==> src/rtl/ovl_pkg.sv <==
package ovl_pkg;

  localparam int LANES     = 16;
  localparam int LANE_ABITS = 4;
  localparam int MAX_BYTES = 8;
  localparam int FULL_W    = LANES + MAX_BYTES - 1;

  typedef enum logic [1:0] {
    SZ_BYTE = 2'd0,
    SZ_HALF = 2'd1,
    SZ_WORD = 2'd2,
    SZ_DBL  = 2'd3
  } acc_size_e;

  function automatic logic [3:0] size_bytes(input acc_size_e sz);
    case (sz)
      SZ_BYTE: size_bytes = 4'd1;
      SZ_HALF: size_bytes = 4'd2;
      SZ_WORD: size_bytes = 4'd4;
      default: size_bytes = 4'd8;
    endcase
  endfunction

endpackage

==> src/rtl/ovl_lane_map.sv <==
module ovl_lane_map
  import ovl_pkg::*;
(
  input  logic [LANE_ABITS-1:0] offs_i,
  input  acc_size_e             size_i,
  output logic [LANES-1:0]      lanes_o,
  output logic                  spill_o
);

  logic [FULL_W-1:0] base;
  logic [FULL_W-1:0] full;
  logic [3:0]        nbytes;

  always_comb begin
    nbytes = size_bytes(size_i);
    base   = '0;
    for (int b = 0; b < MAX_BYTES; b++) begin
      if (b < int'(nbytes)) base[b] = 1'b1;
    end
    full    = base << offs_i;
    lanes_o = full[LANES-1:0];
    spill_o = |full[FULL_W-1:LANES];
  end

  // the mask (plus spilled part) carries exactly as many bits as bytes
  always_comb begin
    assert_lane_count_R4: assert ($countones(full) == int'(nbytes));
  end

endmodule

==> src/rtl/ovl_slot.sv <==
module ovl_slot
  import ovl_pkg::*;
#(
  parameter int ADDR_W  = 12,
  localparam int SLICE_W = ADDR_W - LANE_ABITS
)(
  input  logic               clk,
  input  logic               rst,
  input  logic               wr_i,
  input  logic               en_i,
  input  logic [ADDR_W-1:0]  addr_i,
  input  logic [1:0]         size_i,
  output logic               en_q,
  output logic [SLICE_W-1:0] slice_q,
  output logic [LANES-1:0]   lanes_q,
  output logic               spill_q
);

  logic [LANES-1:0] lanes_d;
  logic             spill_d;

  ovl_lane_map u_map (
    .offs_i  (addr_i[LANE_ABITS-1:0]),
    .size_i  (acc_size_e'(size_i)),
    .lanes_o (lanes_d),
    .spill_o (spill_d)
  );

  always_ff @(posedge clk) begin
    if (rst) begin
      en_q    <= 1'b0;
      slice_q <= '0;
      lanes_q <= '0;
      spill_q <= 1'b0;
    end else if (wr_i) begin
      en_q    <= en_i;
      slice_q <= addr_i[ADDR_W-1:LANE_ABITS];
      lanes_q <= lanes_d;
      spill_q <= spill_d;
    end
  end

  // capture follows the strobe
  assert_capture_R2: assert property (@(posedge clk) disable iff (rst)
    (wr_i && !rst) |=> (en_q == $past(en_i)) &&
                       (slice_q == $past(addr_i[ADDR_W-1:LANE_ABITS])));

  // without a strobe the slot state does not move
  assert_hold_R2: assert property (@(posedge clk) disable iff (rst)
    (!wr_i && !rst) |=> $stable(en_q) && $stable(slice_q) &&
                        $stable(lanes_q) && $stable(spill_q));

endmodule

==> src/rtl/ovl_pair_cmp.sv <==
module ovl_pair_cmp
  import ovl_pkg::*;
#(
  parameter int SLICE_W = 8
)(
  input  logic               en_a,
  input  logic [SLICE_W-1:0] slice_a,
  input  logic [LANES-1:0]   lanes_a,
  input  logic               spill_a,
  input  logic               en_b,
  input  logic [SLICE_W-1:0] slice_b,
  input  logic [LANES-1:0]   lanes_b,
  input  logic               spill_b,
  output logic               clash_o
);

  logic same_slice;
  logic lane_hit;
  logic any_spill;

  always_comb begin
    same_slice = (slice_a == slice_b);
    lane_hit   = |(lanes_a & lanes_b);
    any_spill  = spill_a | spill_b;
    clash_o    = en_a & en_b & ((same_slice & lane_hit) | any_spill);
  end

endmodule

==> src/rtl/ovl_detect.sv <==
module ovl_detect
  import ovl_pkg::*;
#(
  parameter int NUM_SLOTS = 4,
  parameter int ADDR_W    = 12,
  localparam int SLICE_W  = ADDR_W - LANE_ABITS
)(
  input  logic                          clk,
  input  logic                          rst,
  input  logic [NUM_SLOTS-1:0]          wr_i,
  input  logic [NUM_SLOTS-1:0]          en_i,
  input  logic [NUM_SLOTS*ADDR_W-1:0]   addr_i,
  input  logic [2*NUM_SLOTS-1:0]        size_i,
  output logic [NUM_SLOTS*NUM_SLOTS-1:0] clash_o
);

  logic [NUM_SLOTS-1:0]  en_q;
  logic [SLICE_W-1:0]    slice_q [NUM_SLOTS];
  logic [LANES-1:0]      lanes_q [NUM_SLOTS];
  logic [NUM_SLOTS-1:0]  spill_q;

  for (genvar s = 0; s < NUM_SLOTS; s++) begin : g_slot
    ovl_slot #(.ADDR_W(ADDR_W)) u_slot (
      .clk     (clk),
      .rst     (rst),
      .wr_i    (wr_i[s]),
      .en_i    (en_i[s]),
      .addr_i  (addr_i[s*ADDR_W +: ADDR_W]),
      .size_i  (size_i[2*s +: 2]),
      .en_q    (en_q[s]),
      .slice_q (slice_q[s]),
      .lanes_q (lanes_q[s]),
      .spill_q (spill_q[s])
    );
  end

  for (genvar i = 0; i < NUM_SLOTS; i++) begin : g_row
    for (genvar j = 0; j < NUM_SLOTS; j++) begin : g_col
      if (i == j) begin : g_self
        assign clash_o[i*NUM_SLOTS + j] = 1'b0;
      end else begin : g_pair
        ovl_pair_cmp #(.SLICE_W(SLICE_W)) u_cmp (
          .en_a    (en_q[i]),
          .slice_a (slice_q[i]),
          .lanes_a (lanes_q[i]),
          .spill_a (spill_q[i]),
          .en_b    (en_q[j]),
          .slice_b (slice_q[j]),
          .lanes_b (lanes_q[j]),
          .spill_b (spill_q[j]),
          .clash_o (clash_o[i*NUM_SLOTS + j])
        );

        // independently built comparators for (i,j) and (j,i) agree
        assert_symmetric_R9: assert property (@(posedge clk) disable iff (rst)
          clash_o[i*NUM_SLOTS + j] == clash_o[j*NUM_SLOTS + i]);

        // a disabled partner never shows up
        assert_disabled_silent_R7: assert property (@(posedge clk) disable iff (rst)
          !en_q[j] |-> !clash_o[i*NUM_SLOTS + j]);

        // a spilling live slot flags every live partner
        assert_spill_wins_R8: assert property (@(posedge clk) disable iff (rst)
          (spill_q[i] && en_q[i] && en_q[j]) |-> clash_o[i*NUM_SLOTS + j]);

        // without spill, a clash implies equal slices and shared lanes
        assert_needs_overlap_R5: assert property (@(posedge clk) disable iff (rst)
          (clash_o[i*NUM_SLOTS + j] && !spill_q[i] && !spill_q[j]) |->
            ((slice_q[i] == slice_q[j]) && ((lanes_q[i] & lanes_q[j]) != '0)));
      end
    end
  end

  // the cycle after reset the matrix is empty
  assert_reset_clear_R1: assert property (@(posedge clk)
    rst |=> (clash_o == '0));

endmodule

==> config.mk <==
export PLATFORM = sky130hd
export DESIGN_NAME = ovl_detect
export DESIGN_NICKNAME = d
export VERILOG_FILES = /design/src/rtl/ovl_pkg.sv /design/src/rtl/ovl_lane_map.sv /design/src/rtl/ovl_slot.sv /design/src/rtl/ovl_pair_cmp.sv /design/src/rtl/ovl_detect.sv
export SDC_FILE = /design/constraint.sdc
export NUM_CORES = 1
export LEC_CHECK = 0
export BUFFER_PORTS_ARGS = -buffer_cell sky130_fd_sc_hd__buf_2
export CAP_MARGIN = 20
export CORE_ASPECT_RATIO = 2
export CORE_UTILIZATION = 51
export DETAILED_ROUTE_END_ITERATION = 8
export PLACE_DENSITY = 0.72
export SLEW_MARGIN = 25
export SYNTH_ARGS = -nofsm -noshare
export SYNTH_HDL_FRONTEND = slang
export SYNTH_SLANG_ARGS = --single-unit
==> constraint.sdc <==
create_clock -name clk -period 4.4 [get_ports clk]
set_input_delay 0.66 -clock clk [delete_from_list [all_inputs] [get_ports clk]]
set_output_delay 0.66 -clock clk [all_outputs]
set_load 0.01 [all_outputs]
### Word-level counts from Yosys, hierarchy flattened

Index checks and enable logic that the tools add are counted.

| storage, ports and cells | value |
|---|---|
| register bits after elaboration | 104 |
| input bits | 66 |
| output and inout port bits | 16 |
| logic and storage cells | 176 |

| cells by class | value |
|---|---|
| $lt $le $gt $ge | 32 |
| eq/ne operators | 20 |
| shift operators | 4 |
| muxes and demuxes | 36 |
| bitwise operators | 54 |
| reduce and logical (&&, ||, !) cells | 14 |

Operator list:

| kind | count |
|---|---|
| bitwise AND 16 bit | 6 |
| == test 8 bit | 12 |
| OR reduction 16 bit | 6 |
| << shifter 8 x 4 -> 23 bit | 4 |
| < comparator 3 x 4 -> 1 bit, first input constant | 16 |
| case mux 4 bit (3 select lines) | 4 |
| < comparator 1 x 4 -> 1 bit, first input constant | 8 |
| < comparator 2 x 4 -> 1 bit, first input constant | 8 |
| 2-to-1 mux 1 bit | 32 |
| bitwise AND 1 bit | 30 |
| OR reduction 7 bit | 4 |
| bitwise OR 1 bit | 18 |
| == test 2 x 1 -> 1 bit, second input constant | 4 |
| == test 2 bit, second input constant | 4 |
| logical NOT 2 bit | 4 |

### Depth between registers and ports, before layout

Gate-level depths: netlist (run 1).

| depth | value |
|---|---|
| depth after elaboration | 6 |
| mapped depth | 6 |
| gate-level depth less buffers | 5 |

### By module

From an unflattened synthesis (run 1), not the netlist that was laid out.

| second synthesis, totals | value |
|---|---|
| cell total of the unflattened synthesis | 933 |
| area, all modules | 8326.7 sq um |

Modules (own cells, without submodules):

| module | times used | cells an instance | area each (sq um) | sequential area each (sq um) |
|---|---|---|---|---|
| ovl_slot | 4 | 84 | 943.4 | 520.5 |
| ovl_pair_cmp | 12 | 22 | 200.2 | 0.0 |
| ovl_lane_map | 4 | 82 | 529.3 | 0.0 |
| ovl_detect | 1 | 5 | 33.8 | 0.0 |

### Worst setup path before layout (run 1)

OpenSTA, ideal clock, no wires.

| timing path | value |
|---|---|
| path kind | register to output |
| start point | register g_slot[3].u_slot.lanes_q[3] |
| end point | output clash_o[12] |
| arrival | 1.317 ns |
| required time | 3.740 ns |
| slack | 2.423 ns |
| cell stages (with the launch flop) | 7 |
| path buffers | 1 |
| cells stage by stage | dfxtp_1 a22o_1 a221oi_1 nand4_1 a311oi_1 nor2_1 buf_4 |

| between the ends | value |
|---|---|
| cells in the longest elaborated chain, start to end | 5 |

Ends and longest elaborated chain:

| element | RTL line | text |
|---|---|---|
| from (decl) | ovl_slot.sv:15 | `output logic [LANES-1:0] lanes_q,` |
| from (signal assigned) | ovl_slot.sv:38 | `lanes_q <= lanes_d;` |
| bitwise AND 16 bit | ovl_pair_cmp.sv:23 | `lane_hit = \|(lanes_a & lanes_b);` |
| OR reduction 16 bit | ovl_pair_cmp.sv:23 |  |
| bitwise AND 1 bit | ovl_pair_cmp.sv:25 | `clash_o = en_a & en_b & ((same_slice & lane_hit) \| any_spill);` |
| bitwise OR 1 bit | ovl_pair_cmp.sv:25 |  |
| bitwise AND 1 bit | ovl_pair_cmp.sv:25 |  |
| to (decl) | ovl_detect.sv:14 | `output logic [NUM_SLOTS*NUM_SLOTS-1:0] clash_o` |

Every way passes these cells.

### Worst setup path after layout (run 1)

| timing path | value |
|---|---|
| start point | register g_slot[0].u_slot.lanes_q[13] |
| end point | output clash_o[2] |

| between the ends | value |
|---|---|
| cells in the longest elaborated chain, start to end | 5 |

Ends and longest elaborated chain:

| element | RTL line |
|---|---|
| from (decl) | ovl_slot.sv:15 |
| from (signal assigned) | ovl_slot.sv:38 |
| bitwise AND 16 bit | ovl_pair_cmp.sv:23 |
| OR reduction 16 bit | ovl_pair_cmp.sv:23 |
| bitwise AND 1 bit | ovl_pair_cmp.sv:25 |
| bitwise OR 1 bit | ovl_pair_cmp.sv:25 |
| bitwise AND 1 bit | ovl_pair_cmp.sv:25 |

Every way passes these cells.

==> results of run 1 <==
[layer usage]
layer / share of wire / vias to the layer above
met5: 0 / -
met4: 0.065 / 0
met3: 0.045 / 80
met2: 0.55 / 231
met1: 0.34 / 2707
li1: - / 2675
[Yosys cell counts (9+ instances only)]
cell / number / share of area
inv_1: 12 / 0.0076
a311oi_1: 9 / 0.013
clkbuf_1: 14 / 0.0089
nor4_1: 16 / 0.017
nand3_1: 37 / 0.031
a22oi_1: 16 / 0.020
buf_4: 24 / 0.031
a31oi_1: 11 / 0.012
buf_2: 23 / 0.020
o21ai_0: 26 / 0.022
a22o_1: 24 / 0.036
dfxtp_1: 104 / 0.35
nand2_1: 52 / 0.033
nor3_1: 9 / 0.0076
nor2_1: 90 / 0.057
a21oi_1: 48 / 0.041
xor2_1: 48 / 0.071
mux2i_1: 36 / 0.061
a221oi_1: 25 / 0.037
[layout by cell type, fill, tap and decap left out, types with 4 or more instances in the layout]
cell and n:
dfxtp_1 104, nor2_1 90, buf_2 77, nand2_1 52, a21oi_1 48, xor2_1 48, nand3_1 37, mux2i_1 36
o21ai_0 26, a221oi_1 25, a22o_1 24, nor4_1 16, a22oi_1 16, inv_1 12, a31oi_1 11, a311oi_1 9
nor3_1 9, clkbuf_16 9, o21ai_1 6, a21o_1 6, nand4_1 6, a32oi_1 5, maj3_1 4, o22ai_1 4
o31ai_1 4, nand2b_1 4, conb_1 4
[worst paths after layout]
path,start,to,slack [ps],cells after the start
hold reg to reg,g_slot[3].u_slot.lanes_q[0],g_slot[3].u_slot.lanes_q[0],510,2
hold / removal,g_slot[3].u_slot.lanes_q[0],g_slot[3].u_slot.lanes_q[0],510,2
setup reg to reg,g_slot[2].u_slot.lanes_q[10],g_slot[2].u_slot.lanes_q[10],3490,2
setup / recovery,g_slot[0].u_slot.lanes_q[13],clash_o[2],1430,6
[through the flow]
step                area (sq um)  hold WS (ps)  instances  setup WS [ps]
floorplan                   5900           466        719           2420
global placement            6090           487        872           1840
detailed placement          6090           485        872           1840
CTS                         6380           496        888           1450
global route                6380           521        888           1330
finish                      6380           507        888           1430
[critical path: cells and delay by family (launching register included)]
kind / cells / cell delay [ps]
simple gates: 2 / 340
buf+inv: 1 / 160
compound gates: 3 / 1060
flops: 1 / 400
[sequential cells by signal, summed over array words and instances, names as in the netlist]
| signal | flops |
|---|---|
| g_slot.u_slot.lanes_q | 64 |
| g_slot.u_slot.slice_q | 32 |
| g_slot.u_slot.en_q | 4 |
| g_slot.u_slot.spill_q | 4 |
[power breakdown]
group          leakage, nW  total (mW)  switching (mW)  internal [mW]
Combinational         1.70       0.340           0.208          0.132
Sequential           0.852        1.06          0.0766          0.987
Clock                0.133       0.787           0.381          0.407
Total                 2.68        2.19           0.665           1.52
[cell type report]
type	count	area share
clock buffer	10	0.0375
clock inverter	6	0.00804
inverter	15	0.00883
multi-input combinational	532	0.529
sequential	104	0.326
tap	142	0.0278
timing repair buffer	79	0.0628
[cell families (layout without fill, tap and decap cells)]
logic type	after synthesis	after routing	synth area share
compound gates	209	209	0.248
xor+xnor	48	48	0.0714
fa+ha+maj	4	4	0.00680
buf+inv	83	110	0.0756
flops	104	104	0.354
mux	36	36	0.0612
other cells	1	4	0.000637
simple gates	231	231	0.183
==> flow_metrics.tcl, run 1 <==
set metrics [dict create \
    clk_pin_slew_ps 70 \
    clock_sinks 104 \
    vdd_drop_max_v 0.000232 \
    run_status "complete, no violations" \
    n_fill_cell 1089 \
    ios 82 \
    utilization 0.565 \
    cts_buffers 9 \
    yosysUniqueCellTypes 59 \
    met3_usage 0.0463 \
    num_rows 55 \
    hold_violations 0 \
    drc 0 \
    clock_path_buffers 2 \
    met1_usage 0.330 \
    final.setup.tns_ps 0 \
    min_path_type "register to register" \
    yosysWarningCount 0 \
    synth_seq_cells 104 \
    multi_input_area_sq_um 3370 \
    finalNetCount 807 \
    max_slew_margin 0.533 \
    die_height_um 154 \
    synth_cells 716 \
    worstMarginPinSlew_ps 695 \
    start_util 0.522 \
    path_cells "a22o_1 -> a221oi_1 -> nand4_1 -> a311oi_1 -> nor2_1 -> buf_2" \
    fmax_ghz 0.336 \
    grt.busiest_layer "met2" \
    cp-end-kind "primary output" \
    async_flop_share 0 \
    htreeDepth 3 \
    grt_max_degree 53 \
    gr-total-overflow 0 \
    cp.required_ps 3740 \
    core_area_sq_um 11300 \
    fin_crit_sh 0.676 \
    clk-insertion-delay-late_ps 350 \
    diodes 0 \
    via_per_inst 6.41 \
    crit_path_start_kind "register" \
    ys_seq_area_frac 0.354 \
    ctsResizeCount 0 \
    port_buffers 77 \
    drtIter0Drc 387 \
    die_w_um 78.0 \
    crit_arrival_ps 2310 \
    antenna_found_initial 0 \
    syn_to_final_growth_pct 8.33 \
    dr.pass1.iters 7 \
    cts_root_buffer "clkbuf_16" \
    post_cts.repair.setup_buffers 0 \
    syn_area_sq_um 5890 \
    rsz0062_at_grt "no" \
    worstSetupPathType "register to primary output" \
    seq_area_sq_um 2080 \
    critPathMaxStageDelay_ps 490 \
    die_area_sq_um 12000 \
    total_power_mw 2.19 \
    wire_per_inst_um 22.0 \
    grt_pass1_vias 5503 \
    vias 5693 \
    drive_gt1_frac 0.142 \
    skew_ps 0 \
    hold_buffers 0 \
    cp_slowest_cell "a311oi_1" \
    yosys_most_used_dff "dfxtp_1" \
    critPathMaxFanout 4 \
    tritoncts "done" \
    slew_violations 0 \
    grt.met2_usage 0.631 \
    min_period_ps 2970 \
    synth_edf_count 0 \
    grt_use_total 0.335 \
    p_per_area_nw_per_um2 343 \
    ant_nets 0 \
    p_leak_nw 2.68 \
    syn_area_per_cell_sq_um 8.23 \
    drv_cap 0 \
    wl_mm 19.6 \
    grt_pass1_wl_mm 30.3 \
    dp_hpwl_mm 14.7 \
    setup_viol 0 \
    gpl.final_weighted_congestion 0.982 \
]
Note: power is estimated with default switching activity, not from simulation.
==> inputs of run 2 (changes only) <==
PLACE_DENSITY = 0.75   (was 0.72)
clock period = 2.65 ns   (was 4.4 ns; I/O delays follow)
==> run 2 against run 1 <==
Against the previous run: critical path depth up 1; flip-flop and latch count unchanged; clock power up 65%; clock-buffer cell count unchanged; via count up 0.12%; highest routed layer unchanged.
==> flow_metrics.tcl, run 2 (synthesis gave the netlist of run 1 again) <==
set metrics [dict create \
    worstMarginPinSlew_ps 617 \
    seq_area_sq_um 2080 \
    largest_register "g_slot.u_slot.lanes_q" \
    diodes 0 \
    min_path_cells 3 \
    drtIter0Drc 374 \
    core_area_sq_um 11300 \
    wl_mm 19.6 \
    cts_root_buffer "clkbuf_16" \
    fin_crit_sh 0.960 \
    via_per_inst 6.36 \
    holdPathEnd "g_slot[0].u_slot.slice_q[0]" \
    whs_ps 281 \
    largest_register_ffs 64 \
    finalNetCount 815 \
    place_area_sq_um 6150 \
    clock_path_buffers 2 \
    n_fill_cell 1044 \
    hold_violations 0 \
    final_common_cell "dfxtp_1" \
    max_slew_margin 0.588 \
    rr_endpoint "g_slot[0].u_slot.lanes_q[10]" \
    dr.pass1.iters 5 \
    cp.required_ps 2250 \
    final.setup.tns_ps 0 \
    start_util 0.522 \
    crit_arrival_ps 2150 \
    port_buffers 77 \
    die_w_um 78.0 \
    drc 0 \
    vdd_drop_max_v 0.000349 \
    ant_nets 0 \
    min_from "addr_i[4]" \
    final_cell_mix "dfxtp_1 (104), nor2_1 (90), buf_2 (77)" \
    crit_path_start_kind "register" \
    grt_use_total 0.337 \
    slew_violations 0 \
    p_leak_nw 2.73 \
    hold_buffers 0 \
    skew_ps 0 \
    syn_to_final_growth_pct 9.88 \
    worstSetupPathType "register to primary output" \
    grt_pass1_wl_mm 30.7 \
    cts_buffers 9 \
    path_cells "a22o_1 -> a221oi_1 -> buf_4 -> nand4_1 -> a311oi_2 -> nor2_1 -> buf_2" \
    critPathMaxFanout 4 \
    gpl.final_weighted_congestion 1.02 \
    drv_cap 0 \
    die_area_sq_um 12000 \
    ios 82 \
    tritoncts "done" \
    cp_slowest_cell "a311oi_2" \
    fin_cells 896 \
    multi_input_area_sq_um 3400 \
    antenna_found_initial 0 \
    critPathMaxStageDelay_ps 410 \
    run_status "complete, no violations" \
    clk-insertion-delay-late_ps 350 \
    gr-total-overflow 0 \
    top_regs "g_slot.u_slot.lanes_q: 64 flops, g_slot.u_slot.slice_q: 32 flops" \
    cp-end-kind "primary output" \
    fmax_ghz 0.393 \
    r2r-start "g_slot[0].u_slot.lanes_q[10]" \
    reg2regPathDepth 3 \
    clk_pin_slew_ps 80 \
    rsz0062_at_grt "no" \
    drive_gt1_frac 0.158 \
    wire_per_inst_um 21.9 \
    grt_pass1_vias 5536 \
    min_period_ps 2540 \
    dp_hpwl_mm 15.1 \
    grt_max_degree 60 \
    setup_viol 0 \
    post_cts.repair.setup_buffers 0 \
    min_path_type "primary input to register" \
    rrSetupSlack_ps 1400 \
    num_rows 55 \
    dpl.cell_count 880 \
    clock_sinks 104 \
    die_height_um 154 \
    fin_area_sq_um 6470 \
    htreeDepth 3 \
    p_per_area_nw_per_um2 564 \
    vias 5700 \
]
## run 2: changes by cell type in the layout (fill, tap and decap cells not counted)
| cell | previous run | this run |
|---|---|---|
| buf_4 | 2 | 10 |
| a311oi_1 | 9 | 5 |
| a311oi_2 | 0 | 4 |
| a221oi_1 | 25 | 24 |
| a221oi_2 | 0 | 1 |
| clkinv_4 | 1 | 0 |
| inv_6 | 1 | 2 |
## run 2: layout make-up
| cell class | count | share of cell area |
|---|---|---|
| Tap cell | 142 | 0.0275 |
| Timing Repair Buffer | 87 | 0.0712 |
| Clock inverter | 6 | 0.00793 |
| Sequential cell | 104 | 0.322 |
| Clock buffer | 10 | 0.0369 |
| Multi-Input combinational cell | 532 | 0.526 |
| Inverter | 15 | 0.00870 |
## run 2: repair_timing
action,4_1_cts,5_1_grt
endpoints found under the setup margin,2,6
resized for setup,2,3
gates cloned,0,0
## run 2: stage by stage
step	total power, mW	setup slack [ps]	utilization
floorplan	2.16	936	-
global placement	2.35	209	0.545
detailed placement	2.37	232	0.545
CTS	3.65	34.3	0.572
global route	3.80	17.2	0.573
finish	3.65	105	0.573
## run 2: report_power, final
group / switching [mW] / total [mW] / internal, mW
combinational: 0.357 / 0.587 / 0.230
clock: 0.623 / 1.30 / 0.677
sequential: 0.124 / 1.76 / 1.64
## run 2: how the worst max path moves through the flow
stage | startpoint | end | slack, ps | cells past startpoint
6_report | g_slot[3].u_slot.lanes_q[8] | clash_o[14] | 110 | 7
5_1_grt | g_slot[1].u_slot.lanes_q[3] | clash_o[1] | 20 | 6
4_1_cts | g_slot[1].u_slot.lanes_q[15] | clash_o[9] | 30 | 6
3_5_place_dp | g_slot[3].u_slot.lanes_q[0] | clash_o[14] | 230 | 6
3_3_place_gp | g_slot[3].u_slot.lanes_q[0] | clash_o[14] | 210 | 6
2_1_floorplan | g_slot[3].u_slot.lanes_q[3] | clash_o[12] | 940 | 6
## run 2: per-layer routing
metal | vias up | wire length, um | share of wire | GRT usage
met2 | 240 | 11000 | 0.56 | 0.643
li1 | 2686 | - | - | -
met4 | 0 | 1200 | 0.061 | 0.210
met5 | - | 0 | 0 | 0
met3 | 69 | 725 | 0.037 | 0.0475
met1 | 2705 | 6710 | 0.34 | 0.332
## run 2: worst max-delay path, delay by kind of cell (launching register included)
kind | cells | cell delay (ps)
AND/OR/NAND/NOR | 2 | 220
flip-flops | 1 | 400
buffers and inverters | 2 | 320
AO/OA/AOI/OAI | 3 | 860
